[src/rtl/mdbuf.sv]
module mdbuf #(
  parameter int W     = 8,
  parameter int DEPTH = 4,
  localparam int CW   = $clog2(DEPTH + 1),
  localparam int IW   = $clog2(DEPTH)
) (
  input  logic             clk,
  input  logic             rst_n,
  input  logic             host_wr,
  input  logic [W-1:0]     host_wdata,
  input  logic             host_rd,
  output logic [W-1:0]     host_rdata,
  input  logic             flush,
  input  logic             seq_we,
  input  logic [IW-1:0]    seq_idx,
  input  logic [W-1:0]     seq_wdata,
  input  logic             seq_load,
  input  logic [CW-1:0]    seq_cnt,
  output logic [CW-1:0]    level,
  output logic             buf_avail,
  output logic             buf_full,
  output logic [W*DEPTH-1:0] entries
);

  logic [W-1:0]  mem  [DEPTH];
  logic [W-1:0]  nmem [DEPTH];
  logic [CW-1:0] cnt, ncnt;
  logic          avail_q, full_q;

  wire host_ok = !flush && !seq_we && !seq_load;

  always_comb begin
    nmem = mem;
    ncnt = cnt;
    if (flush) begin
      for (int i = 0; i < DEPTH; i++) nmem[i] = '0;
      ncnt = '0;
    end else if (!host_ok) begin
      if (seq_we) nmem[seq_idx] = seq_wdata;
      if (seq_load) ncnt = (seq_cnt > CW'(DEPTH)) ? CW'(DEPTH) : seq_cnt;
    end else begin
      if (host_rd && cnt != '0) begin
        for (int i = 0; i < DEPTH - 1; i++) nmem[i] = mem[i+1];
        nmem[DEPTH-1] = '0;
        ncnt = cnt - 1'b1;
      end
      if (host_wr && ncnt != CW'(DEPTH)) begin
        nmem[ncnt[IW-1:0]] = host_wdata;
        ncnt = ncnt + 1'b1;
      end
    end
  end

  always_ff @(posedge clk) begin
    if (!rst_n) begin
      for (int i = 0; i < DEPTH; i++) mem[i] <= '0;
      cnt     <= '0;
      avail_q <= 1'b0;
      full_q  <= 1'b0;
    end else begin
      mem     <= nmem;
      cnt     <= ncnt;
      avail_q <= (ncnt != '0);
      full_q  <= (ncnt == CW'(DEPTH));
    end
  end

  generate
    for (genvar g = 0; g < DEPTH; g++) begin : g_flat
      assign entries[g*W +: W] = mem[g];
    end
  endgenerate

  assign host_rdata = (cnt == '0) ? {W{1'b1}} : mem[0];
  assign level      = cnt;
  assign buf_avail  = avail_q;
  assign buf_full   = full_q;

  a_r5_empty_read_stable: assert property (@(posedge clk) disable iff (!rst_n)
    host_ok && host_rd && !host_wr && level == '0
    |=> level == '0 && $stable(entries));

  a_r3_full_write_dropped: assert property (@(posedge clk) disable iff (!rst_n)
    host_ok && host_wr && !host_rd && buf_full
    |=> buf_full && $stable(entries) && $stable(level));

  a_r4_pop_decrements: assert property (@(posedge clk) disable iff (!rst_n)
    host_ok && host_rd && !host_wr && level != '0
    |=> level == $past(level) - 1'b1);

  a_r7_flush_empties: assert property (@(posedge clk) disable iff (!rst_n)
    flush |=> level == '0 && entries == '0 && !buf_avail && !buf_full);

  a_r10_load_level: assert property (@(posedge clk) disable iff (!rst_n)
    !flush && seq_load
    |=> level == (($past(seq_cnt) > CW'(DEPTH)) ? CW'(DEPTH) : $past(seq_cnt)));

  a_r6_flags_track: assert property (@(posedge clk) disable iff (!rst_n)
    buf_avail == (level != '0) && buf_full == (level == CW'(DEPTH)));

endmodule

[config.mk]
export PLATFORM = sky130hd
export DESIGN_NAME = mdbuf
export DESIGN_NICKNAME = d
export VERILOG_FILES = /design/src/rtl/mdbuf.sv
export SDC_FILE = /design/constraint.sdc
export NUM_CORES = 1
export LEC_CHECK = 0
export BUFFER_PORTS_ARGS = -buffer_cell sky130_fd_sc_hd__clkbuf_2
export CAP_MARGIN = 0
export CORE_MARGIN = 2
export CORE_UTILIZATION = 35
export CTS_BUF_LIST = sky130_fd_sc_hd__clkbuf_4 sky130_fd_sc_hd__clkbuf_8
export CTS_CLUSTER_SIZE = 12
export DETAILED_ROUTE_END_ITERATION = 10
export HOLD_SLACK_MARGIN = 0.05
export PLACE_DENSITY_LB_ADDON = 0.1
export SYNTH_ARGS = -nofsm -noshare
export SYNTH_HDL_FRONTEND = slang
export SYNTH_SLANG_ARGS = --single-unit
[constraint.sdc]
create_clock -name clk -period 2.4 [get_ports clk]
set_input_delay 0.36 -clock clk [delete_from_list [all_inputs] [get_ports clk]]
set_output_delay 0.36 -clock clk [all_outputs]
set_load 0.02 [all_outputs]
==> results of run 1 <==
## metrics by stage
stage	setup WS [ns]	cells	utilization
2_1_floorplan	0.0201	291	-
3_3_place_gp	0.174	430	0.434
3_5_place_dp	0.101	430	0.434
4_1_cts	0.0826	438	0.453
5_1_grt	0.0241	438	0.454
6_report	0.214	438	0.454
## cell type report
| class | instances | share of cell area |
|---|---|---|
| clock buffer | 6 | 0.0286 |
| multi-input combinational | 226 | 0.505 |
| timing repair buffer | 83 | 0.154 |
| inverter | 7 | 0.00955 |
| sequential | 37 | 0.257 |
| tap | 77 | 0.0334 |
| clock inverter | 2 | 0.0130 |
## worst paths after layout
kind | cells past startpoint | slack, ns | start | end
max | 8 | 0.21 | level[1]$_SDFF_PN0_ | buf_avail$_SDFF_PN0_
min | 2 | 0.36 | host_wdata[6] | entries[22]$_SDFFE_PP0P_
max reg2reg | 8 | 0.21 | level[1]$_SDFF_PN0_ | buf_avail$_SDFF_PN0_
min reg2reg | 2 | 0.48 | entries[26]$_SDFFE_PP0P_ | entries[26]$_SDFFE_PP0P_
## layer usage
metal | share of wire | vias to the layer above | GRT usage
met3 | 0.077 | 12 | 0.0399
met4 | 0.014 | 0 | 0.0938
met5 | 0 | - | 0
li1 | - | 1246 | -
met2 | 0.43 | 113 | 0.288
met1 | 0.48 | 1159 | 0.306
## logic make-up after synthesis
logic type      share of synthesized area
simple gates                        0.198
compound gates                      0.365
buf+inv                            0.0552
xor+xnor                          0.00758
mux                                0.0433
flops                               0.321
fa+ha+maj                          0.0108
## placed cells by master, fill, tap and decap left out, drive strengths merged
cell type   n
clkbuf     78
o21ai      38
dfxtp      37
nand2      36
nand3      26
a31oi      20
a21oi      12
nand2b     12
buf        11
o211ai     11
a221o       9
o221a       8
mux2        8
a21boi      8
nor2        7
inv         6
a211oi      4
and3        3
and4        2
or3         2
a31o        2
xnor2       2
ha          2
nor3        2
o31ai       2
clkinv      1
mux2i       1
and2        1
a21o        1
o41a        1
nor3b       1
a311oi      1
nand3b      1
o2bb2ai     1
a221oi      1
o311a       1
bufinv      1
clkinvlp    1
## flip-flops by register name (all words and copies together), names as in the netlist
name and count:
level 3, buf_avail 1, buf_full 1, entries 32
## power by group
part / leakage, nW / internal [mW] / switching [mW] / total (mW)
Combinational: 0.865 / 0.127 / 0.239 / 0.366
Sequential: 0.301 / 0.636 / 0.0212 / 0.657
Clock: 0.0574 / 0.338 / 0.249 / 0.587
Total: 1.22 / 1.10 / 0.509 / 1.61
## worst reg2reg max path, cell delays in order (launching register included)
cell	delay (ns)
dfxtp_1	0.34
inv_1	0.10
ha_1	0.25
nand2b_4	0.14
nand2_4	0.14
o41a_1	0.39
xnor2_1	0.21
a211oi_2	0.12
or3_1	0.39
## timing repair
action	in CTS	in global routing
buffers inserted	0	0
resized for setup	0	3
endpoints found under the setup margin	0	14
hold buffers	0	0
==> results.sh, run 1 <==
export IMPL_drv_slew=0
export IMPL_fmax_ghz=0.457
export IMPL_crit_family="simple AND/OR/NAND/NOR gates"
export IMPL_path_max_fanout=14
export IMPL_initial_core_util=0.364
export IMPL_synth_area_leaders="dfxtp_1 (32%), o21ai_0 (7.6%), nand2_1 (5.7%)"
export IMPL_drt_pass1_iter_count=5
export IMPL_status="complete, no violations"
export IMPL_drcViolationCount=0
export IMPL_crit_buf_inv=1
export IMPL_async_flop_share=0
export IMPL_startpoint_type="flop"
export IMPL_worstPathArrival_ns=2.37
export IMPL_clkTransAtPathRegs_ns=0.08
export IMPL_synth_top_area_cell="dfxtp_1"
export IMPL_num_rows=29
export IMPL_worst_pin_slew_ns=0.790
export IMPL_core_area_mm2=0.00635
export IMPL_p_total_mw=1.61
export IMPL_critPathMaxStageDelay_ns=0.39
export IMPL_routed_wl_mm=7.48
export IMPL_placed_area_mm2=0.00276
export IMPL_fp_dieW_um=85.3
export IMPL_p_leak_nw=1.22
export IMPL_via_per_inst=5.78
export IMPL_critPathCaptureType="flop"
export IMPL_area_growth_syn_to_layout_pct=24.7
export IMPL_period_share=0.911
export IMPL_synth_net_count=321
export IMPL_antenna_cells=0
export IMPL_seq_area_frac_synth=0.321
export IMPL_dr_first_iter_drc_count=297
export IMPL_ios=73
export IMPL_dp_hpwl_mm=5.51
export IMPL_cts_path_max_buffers=2
export IMPL_grt_max_degree=19
export IMPL_critPathKind="reg -> reg"
export IMPL_crit_chain="inv_1 -> ha_1 -> nand2b_4 -> nand2_4 -> o41a_1 -> xnor2_1 -> a211oi_2 -> or3_1"
export IMPL_vias=2530
export IMPL_design_die_area_mm2=0.00727
export IMPL_cts_sinks=37
export IMPL_netlist_area_mm2=0.00231
export IMPL_multi_input_area_mm2=0.00146
export IMPL_relSlewSlack=0.471
export IMPL_rsz0062_at_grt="false"
export IMPL_cts_root_buf="clkbuf_8"
export IMPL_synth_common_cells="dfxtp_1 (37), nand2_1 (35), o21ai_0 (35)"
export IMPL_hold_class="in -> reg"
export IMPL_powerDensity_mw_per_mm2=558
export IMPL_synth_seq_cells=37
export IMPL_synth_cell_types=45
export IMPL_yosysMostFrequentCell="dfxtp_1"
export IMPL_nFillCells=622
export IMPL_syn_avg_cell_area_um2=7.94
export IMPL_wl_per_cell_um=17.1
export IMPL_nets=390
export IMPL_cts_made_buffers=5
export IMPL_fin_area_mm2=0.00288
export IMPL_htree_levels=2
export IMPL_ir_drop_uv=223
export IMPL_setup_tns_ns=0
export IMPL_synthCells=291
export IMPL_yosysTopAreaCellShare=0.321
export IMPL_grt_pass1_vias=2327
export IMPL_hold_worst_slack_ns=0.356
export IMPL_yosysWarnings=0
export IMPL_clk_latency_ns=0.30
export IMPL_cp_slowest_cell="or3_1"
export IMPL_setup_viol=0
export IMPL_worst_ep_required_time_ns=2.58
export IMPL_hold_violations=0
export IMPL_max_cap_violations=0
export IMPL_synth_edf_count=0
export IMPL_synth_top_flop_cell="dfxtp_1"
export IMPL_antenna_found_initial=0
export IMPL_grt_util_all_layers=0.207
export IMPL_regArea_um2=741
export IMPL_grt_pass1_wl_mm=11.9
export IMPL_drive_gt1_frac=0.332
export IMPL_fin_crit_ns=2.19
export IMPL_gp_congestion=0.862
export IMPL_die_h_um=85.3
export IMPL_port_buffers=72
export IMPL_gr_total_overflow=0
export IMPL_postRouteAntennaNets=0
export IMPL_cts_tree="built"
export IMPL_skew_ns=0.0103
Note: power is estimated with default switching activity, not from simulation.
==> inputs of run 2 (changes only) <==
--- a/config.mk
+++ b/config.mk
@@ -5,10 +5,11 @@
 export SDC_FILE = /design/constraint.sdc
 export NUM_CORES = 1
 export LEC_CHECK = 0
+export ABC_CLOCK_PERIOD_IN_PS = 2400
 export BUFFER_PORTS_ARGS = -buffer_cell sky130_fd_sc_hd__clkbuf_2
 export CAP_MARGIN = 0
 export CORE_MARGIN = 2
-export CORE_UTILIZATION = 35
+export CORE_UTILIZATION = 45
 export CTS_BUF_LIST = sky130_fd_sc_hd__clkbuf_4 sky130_fd_sc_hd__clkbuf_8
 export CTS_CLUSTER_SIZE = 12
 export DETAILED_ROUTE_END_ITERATION = 10
==> run 2 against run 1 <==
Against the previous run: sequential power hardly changed; via count is 0.16% lower; total power is 7.5% lower; critical path depth stayed put; combinational power hardly changed; die area is 21% lower; clock power is 21% lower; clock skew is 0.0051 ns lower; non-clock buffer count stayed put; wire length is 2.6% lower; first-iteration DRC count is 26% lower; final cell count is 1.6% lower; largest cell class unchanged; largest power group unchanged.
==> results.sh, run 2 (synthesized netlist as in run 1, its figures left out) <==
export IMPL_port_buffers=72
export IMPL_hold_violations=0
export IMPL_grt_pass1_wl_mm=11.1
export IMPL_design_die_area_mm2=0.00572
export IMPL_setup_viol=0
export IMPL_max_cap_violations=0
export IMPL_drt_pass1_iter_count=5
export IMPL_cts_root_buf="clkbuf_8"
export IMPL_internal_power_mw=0.990
export IMPL_status="complete, no violations"
export IMPL_antenna_cells=0
export IMPL_critPathMaxStageDelay_ns=0.34
export IMPL_fin_crit_ns=2.25
export IMPL_cp_slowest_cell="or3_1"
export IMPL_netSwitchingFraction=0.335
export IMPL_crit_family="compound AO/OA/AOI/OAI gates"
export IMPL_cts_made_buffers=5
export IMPL_fp_dieW_um=75.7
export IMPL_pre_cts_ws_ns=0.117
export IMPL_rsz0062_at_grt="false"
export IMPL_comb_power_share=0.246
export IMPL_final_core_util=0.565
export IMPL_skew_ns=0.00520
export IMPL_grt_util_all_layers=0.261
export IMPL_mostFrequentLayoutCell="clkbuf_2"
export IMPL_worst_ep_required_time_ns=2.58
export IMPL_htree_levels=2
export IMPL_critPathCaptureType="flop"
export IMPL_dp_hpwl_mm=5.35
export IMPL_largest_reg_flops=32
export IMPL_area_growth_syn_to_layout_pct=23.3
export IMPL_worst_pin_slew_ns=0.804
export IMPL_powerDensity_mw_per_mm2=522
export IMPL_wl_per_cell_um=16.9
export IMPL_via_per_inst=5.86
export IMPL_grt_pass1_vias=2132
export IMPL_period_share=0.936
export IMPL_hold_class="in -> reg"
export IMPL_initial_core_util=0.458
export IMPL_cts_sinks=37
export IMPL_drv_slew=0
export IMPL_postRouteAntennaNets=0
export IMPL_routed_wl_mm=7.28
export IMPL_startpoint_type="flop"
export IMPL_gr_total_overflow=0
export IMPL_ir_drop_uv=261
export IMPL_num_rows=26
export IMPL_worst_slack_ns=0.154
export IMPL_path_max_fanout=12
export IMPL_clk_latency_ns=0.29
export IMPL_setup_tns_ns=0
export IMPL_ios=73
export IMPL_mostFrequentLayoutCells="clkbuf_2 (72), dfxtp_1 (37), nand2_1 (35), o21ai_0 (34), nand3_1 (26)"
export IMPL_nets=391
export IMPL_crit_chain="inv_1 -> ha_2 -> nand2b_2 -> a31o_2 -> a221o_1 -> o211ai_1 -> nor2_1 -> or3_1"
export IMPL_vias=2526
export IMPL_p_sw_mw=0.498
export IMPL_seqPwrFrac=0.442
export IMPL_drcViolationCount=0
export IMPL_relSlewSlack=0.461
export IMPL_drive_gt1_frac=0.335
export IMPL_critPathKind="reg -> reg"
export IMPL_clkPwrFrac=0.312
export IMPL_worstPathArrival_ns=2.43
export IMPL_antenna_found_initial=0
export IMPL_grt_max_degree=25
export IMPL_cts_setup_buffers=0
export IMPL_p_leak_nw=1.21
export IMPL_cts_path_max_buffers=2
export IMPL_die_h_um=75.7
export IMPL_fmax_ghz=0.445
export IMPL_crit_buf_inv=1
export IMPL_core_area_mm2=0.00504
export IMPL_dr_first_iter_drc_count=221
export IMPL_cts_tree="built"
export IMPL_clkTransAtPathRegs_ns=0.08
export IMPL_gp_congestion=0.921
## run 2: final timing paths
| kind | from | endpoint | slack, ns | cells after the start |
|---|---|---|---|---|
| min | host_wdata[0] | entries[16]$_SDFFE_PP0P_ | 0.37 | 2 |
| min reg2reg | entries[30]$_SDFFE_PP0P_ | entries[30]$_SDFFE_PP0P_ | 0.49 | 2 |
| max | level[1]$_SDFF_PN0_ | buf_avail$_SDFF_PN0_ | 0.15 | 8 |
| max reg2reg | level[1]$_SDFF_PN0_ | buf_avail$_SDFF_PN0_ | 0.15 | 8 |
## run 2: final cells by class
class | count | area, µm²
inverter | 7 | 27.5
timing repair buffer | 83 | 443
clock inverter | 1 | 7.51
multi-input combinational | 227 | 1460
clock buffer | 6 | 82.6
fill | 509 | 2190
sequential | 37 | 741
tap | 70 | 87.6
## run 2: what timing repair did
action,4_1_cts,5_1_grt
endpoints found under the setup margin,0,20
hold buffers,0,0
gates resized for setup,0,3
## run 2: layer usage
| metal | up-vias | global-route usage | part of all wire |
|---|---|---|---|
| met2 | 88 | 0.381 | 0.45 |
| met1 | 1176 | 0.398 | 0.48 |
| met5 | - | 0 | 0 |
| met3 | 7 | 0.0476 | 0.062 |
| met4 | 0 | 0.0585 | 0.0087 |
| li1 | 1255 | - | - |
## run 2: worst register-to-register path: stages, from the launching register on
cell and delay [ns]:
dfxtp_1 0.31, inv_1 0.13, ha_2 0.28, nand2b_2 0.19, a31o_2 0.29, a221o_1 0.30
o211ai_1 0.21, nor2_1 0.08, or3_1 0.34
## run 2: metrics by stage
| stage | instances | power (mW) | instance area (µm²) | hold WS [ns] |
|---|---|---|---|---|
| floorplan | 291 | 0.905 | 2310 | 0.499 |
| detailed placement | 423 | 1.03 | 2750 | 0.481 |
| global placement | 423 | 1.03 | 2750 | 0.470 |
| CTS | 430 | 1.48 | 2840 | 0.358 |
| finish | 431 | 1.49 | 2850 | 0.366 |
| global route | 431 | 1.56 | 2850 | 0.373 |
## run 2: power groups by stage
stage	clock network, mW	registers, mW	logic [mW]
floorplan	0	0.694	0.211
global placement	0	0.671	0.357
detailed placement	0	0.671	0.359
CTS	0.465	0.657	0.360
global route	0.495	0.662	0.403
finish	0.465	0.657	0.367
==> inputs of run 3 (changes only) <==
--- a/config.mk
+++ b/config.mk
@@ -5,12 +5,12 @@
 export SDC_FILE = /design/constraint.sdc
 export NUM_CORES = 1
 export LEC_CHECK = 0
-export ABC_CLOCK_PERIOD_IN_PS = 2400
+export ABC_CLOCK_PERIOD_IN_PS = 1900
 export BUFFER_PORTS_ARGS = -buffer_cell sky130_fd_sc_hd__clkbuf_2
 export CAP_MARGIN = 0
 export CORE_MARGIN = 2
 export CORE_UTILIZATION = 45
-export CTS_BUF_LIST = sky130_fd_sc_hd__clkbuf_4 sky130_fd_sc_hd__clkbuf_8
+export CTS_BUF_LIST = sky130_fd_sc_hd__clkbuf_8
 export CTS_CLUSTER_SIZE = 12
 export DETAILED_ROUTE_END_ITERATION = 10
 export HOLD_SLACK_MARGIN = 0.05
==> constraint.sdc (replaced) <==
create_clock -name clk -period 1.9 [get_ports clk]
set_input_delay 0.285 -clock clk [delete_from_list [all_inputs] [get_ports clk]]
set_output_delay 0.285 -clock clk [all_outputs]
set_load 0.02 [all_outputs]
==> run 3 against run 2 <==
Against the previous run: the run now ends with negative setup slack left; final area increased by 12%; non-clock buffer count increased by 21; first-iteration DRC count increased by 6.8%; register-to-register slack got worse by 0.26 ns; critical path depth grew 1; global-route usage grew 1.4 points; critical endpoint is now buf_full$_SDFF_PN0_.
==> results.sh, run 3 (synthesized netlist as in run 1, its figures left out) <==
export IMPL_grt_pass1_vias=2324
export IMPL_fin_crit_ns=2.01
export IMPL_htree_levels=2
export IMPL_postRouteAntennaNets=0
export IMPL_clk_latency_ns=0.30
export IMPL_gr_total_overflow=0
export IMPL_comb_power_share=0.285
export IMPL_setup_viol=2
export IMPL_fmax_ghz=0.498
export IMPL_drcViolationCount=0
export IMPL_p_total_mw=2.00
export IMPL_critPathMaxStageDelay_ns=0.39
export IMPL_wl_per_cell_um=17.1
export IMPL_nets=412
export IMPL_core_area_mm2=0.00504
export IMPL_crit_chain="clkinv_8 -> ha_4 -> nand2b_4 -> nand2_4 -> o41a_1 -> xnor2_2 -> a211oi_2 -> buf_4 -> o311a_1"
export IMPL_num_rows=26
export IMPL_design_die_area_mm2=0.00572
export IMPL_cts_root_buf="clkbuf_8"
export IMPL_holdPathStages=2
export IMPL_met3_length_um=656
export IMPL_cts_path_max_buffers=2
export IMPL_routed_wl_mm=7.73
export IMPL_initial_core_util=0.458
export IMPL_dp_hpwl_mm=5.52
export IMPL_die_h_um=75.7
export IMPL_max_cap_violations=0
export IMPL_fp_dieW_um=75.7
export IMPL_dr_first_iter_drc_count=236
export IMPL_drt_met1_wl_mm=3.55
export IMPL_mostFrequentLayoutCell="clkbuf_2"
export IMPL_antenna_cells=0
export IMPL_top_layer="met4"
export IMPL_reg2reg_to="buf_full$_SDFF_PN0_"
export IMPL_clkTransAtPathRegs_ns=0.08
export IMPL_crit_family="compound AO/OA/AOI/OAI gates"
export IMPL_vias=2686
export IMPL_reg2reg_from="level[0]$_SDFF_PN0_"
export IMPL_fin_area_mm2=0.00320
export IMPL_port_buffers=72
export IMPL_placed_area_mm2=0.00293
export IMPL_cp_depth=9
export IMPL_ff2ff_setup_slack_ns=-0.11
export IMPL_grt_pass1_wl_mm=11.8
export IMPL_critPathKind="reg -> reg"
export IMPL_grt_max_degree=21
export IMPL_worst_slack_ns=-0.108
export IMPL_ios=73
export IMPL_crit_end="buf_full$_SDFF_PN0_"
export IMPL_postCtsHoldBufs=0
export IMPL_seqPwrFrac=0.415
export IMPL_p_sw_mw=0.675
export IMPL_hold_class="in -> reg"
export IMPL_wl_met2_mm=3.44
export IMPL_worst_pin_slew_ns=0.712
export IMPL_via_per_inst=5.93
export IMPL_worst_ep_required_time_ns=2.13
export IMPL_powerDensity_mw_per_mm2=623
export IMPL_rsz0062_at_grt="true"
export IMPL_crit_start="level[0]$_SDFF_PN0_"
export IMPL_netSwitchingFraction=0.338
export IMPL_path_max_fanout=7
export IMPL_drv_slew=0
export IMPL_setup_tns_ns=-0.190
export IMPL_period_share=1.06
export IMPL_final_core_util=0.635
export IMPL_gp_congestion=0.856
export IMPL_antenna_found_initial=0
export IMPL_hold_violations=0
export IMPL_internal_power_mw=1.32
export IMPL_p_leak_nw=1.37
export IMPL_drive_gt1_frac=0.426
export IMPL_skew_ns=0.0109
export IMPL_cts_made_buffers=5
export IMPL_rr_worst_depth=9
export IMPL_largest_reg_flops=32
export IMPL_cp_slowest_cell="dfxtp_4"
export IMPL_area_growth_syn_to_layout_pct=38.7
export IMPL_cts_sinks=37
export IMPL_startpoint_type="flop"
export IMPL_cts_tree="built"
export IMPL_relSlewSlack=0.523
export IMPL_critPathCaptureType="flop"
export IMPL_clkPwrFrac=0.300
export IMPL_mostFrequentLayoutCells="clkbuf_2 (71), nand2_1 (35), dfxtp_1 (35), buf_4 (29), o21ai_0 (26)"
export IMPL_status="finished with violations"
export IMPL_worstPathArrival_ns=2.24
export IMPL_crit_buf_inv=2
export IMPL_violations="negative setup slack"
export IMPL_drt_pass1_iter_count=5
export IMPL_grt_util_all_layers=0.275
export IMPL_ir_drop_uv=481
==> run 3: cell count changes in the layout (fill, tap and decap cells not counted), sizes merged <==
cell      previous run  this run
buf                 11        33
o211ai              11        12
nand2b              13        12
clkinv               1         3
clkbuf              78        77
clkinvlp             1         0
==> run 3: power by group through the flow <==
stage                     Sequential, mW  Combinational [mW]  Clock, mW
after floorplan                    0.876               0.286          0
after global placement             0.845               0.492          0
after detailed placement           0.846               0.498          0
after CTS                          0.828               0.518      0.614
after global routing               0.833               0.616      0.643
final                              0.829               0.568      0.599
==> run 3: layout make-up <==
type,count,area (µm²)
multi-input cells,227,1600
well taps,70,87.6
clock buffers,6,82.6
fillers,436,1840
clock inverters,2,13.8
repair buffers,104,633
inverters,7,41.3
flip-flops and latches,37,748
==> run 3: worst min-delay path by stage <==
stage,startpoint,end
after global placement,entries[28]$_SDFFE_PP0P_,entries[28]$_SDFFE_PP0P_
after detailed placement,entries[27]$_SDFFE_PP0P_,entries[27]$_SDFFE_PP0P_
final,host_wdata[5],entries[21]$_SDFFE_PP0P_
after global routing,host_wdata[7],entries[23]$_SDFFE_PP0P_
after floorplan,host_wdata[0],entries[16]$_SDFFE_PP0P_
after CTS,host_wdata[5],entries[21]$_SDFFE_PP0P_
==> run 3: layer usage <==
metal / vias up / global-route usage
met2: 138 / 0.398
met4: 0 / 0.0585
met1: 1247 / 0.417
met3: 11 / 0.0608
met5: - / 0
li1: 1290 / -
==> run 3: per-stage QoR <==
step                hold WS [ns]  worst slack, ns  std cells
floorplan                  0.424           -0.220        291
global placement           0.464           -0.142        441
detailed placement         0.475           -0.125        441
CTS                        0.282          -0.0912        452
global route               0.324           -0.187        453
finish                     0.308           -0.108        453
==> run 3: what timing repair did <==
item                       4_1_cts  5_1_grt
pin swaps                        6       16
setup endpoints to repair       28       43
cloned                           0        1
gates resized for setup         10       35
buffers inserted                 3        3
==> run 3: worst register-to-register path: stages (launching register included) <==
cell	delay, ns
dfxtp_4	0.39
clkinv_8	0.05
ha_4	0.16
nand2b_4	0.10
nand2_4	0.09
o41a_1	0.39
xnor2_2	0.18
a211oi_2	0.25
buf_4	0.16
o311a_1	0.17
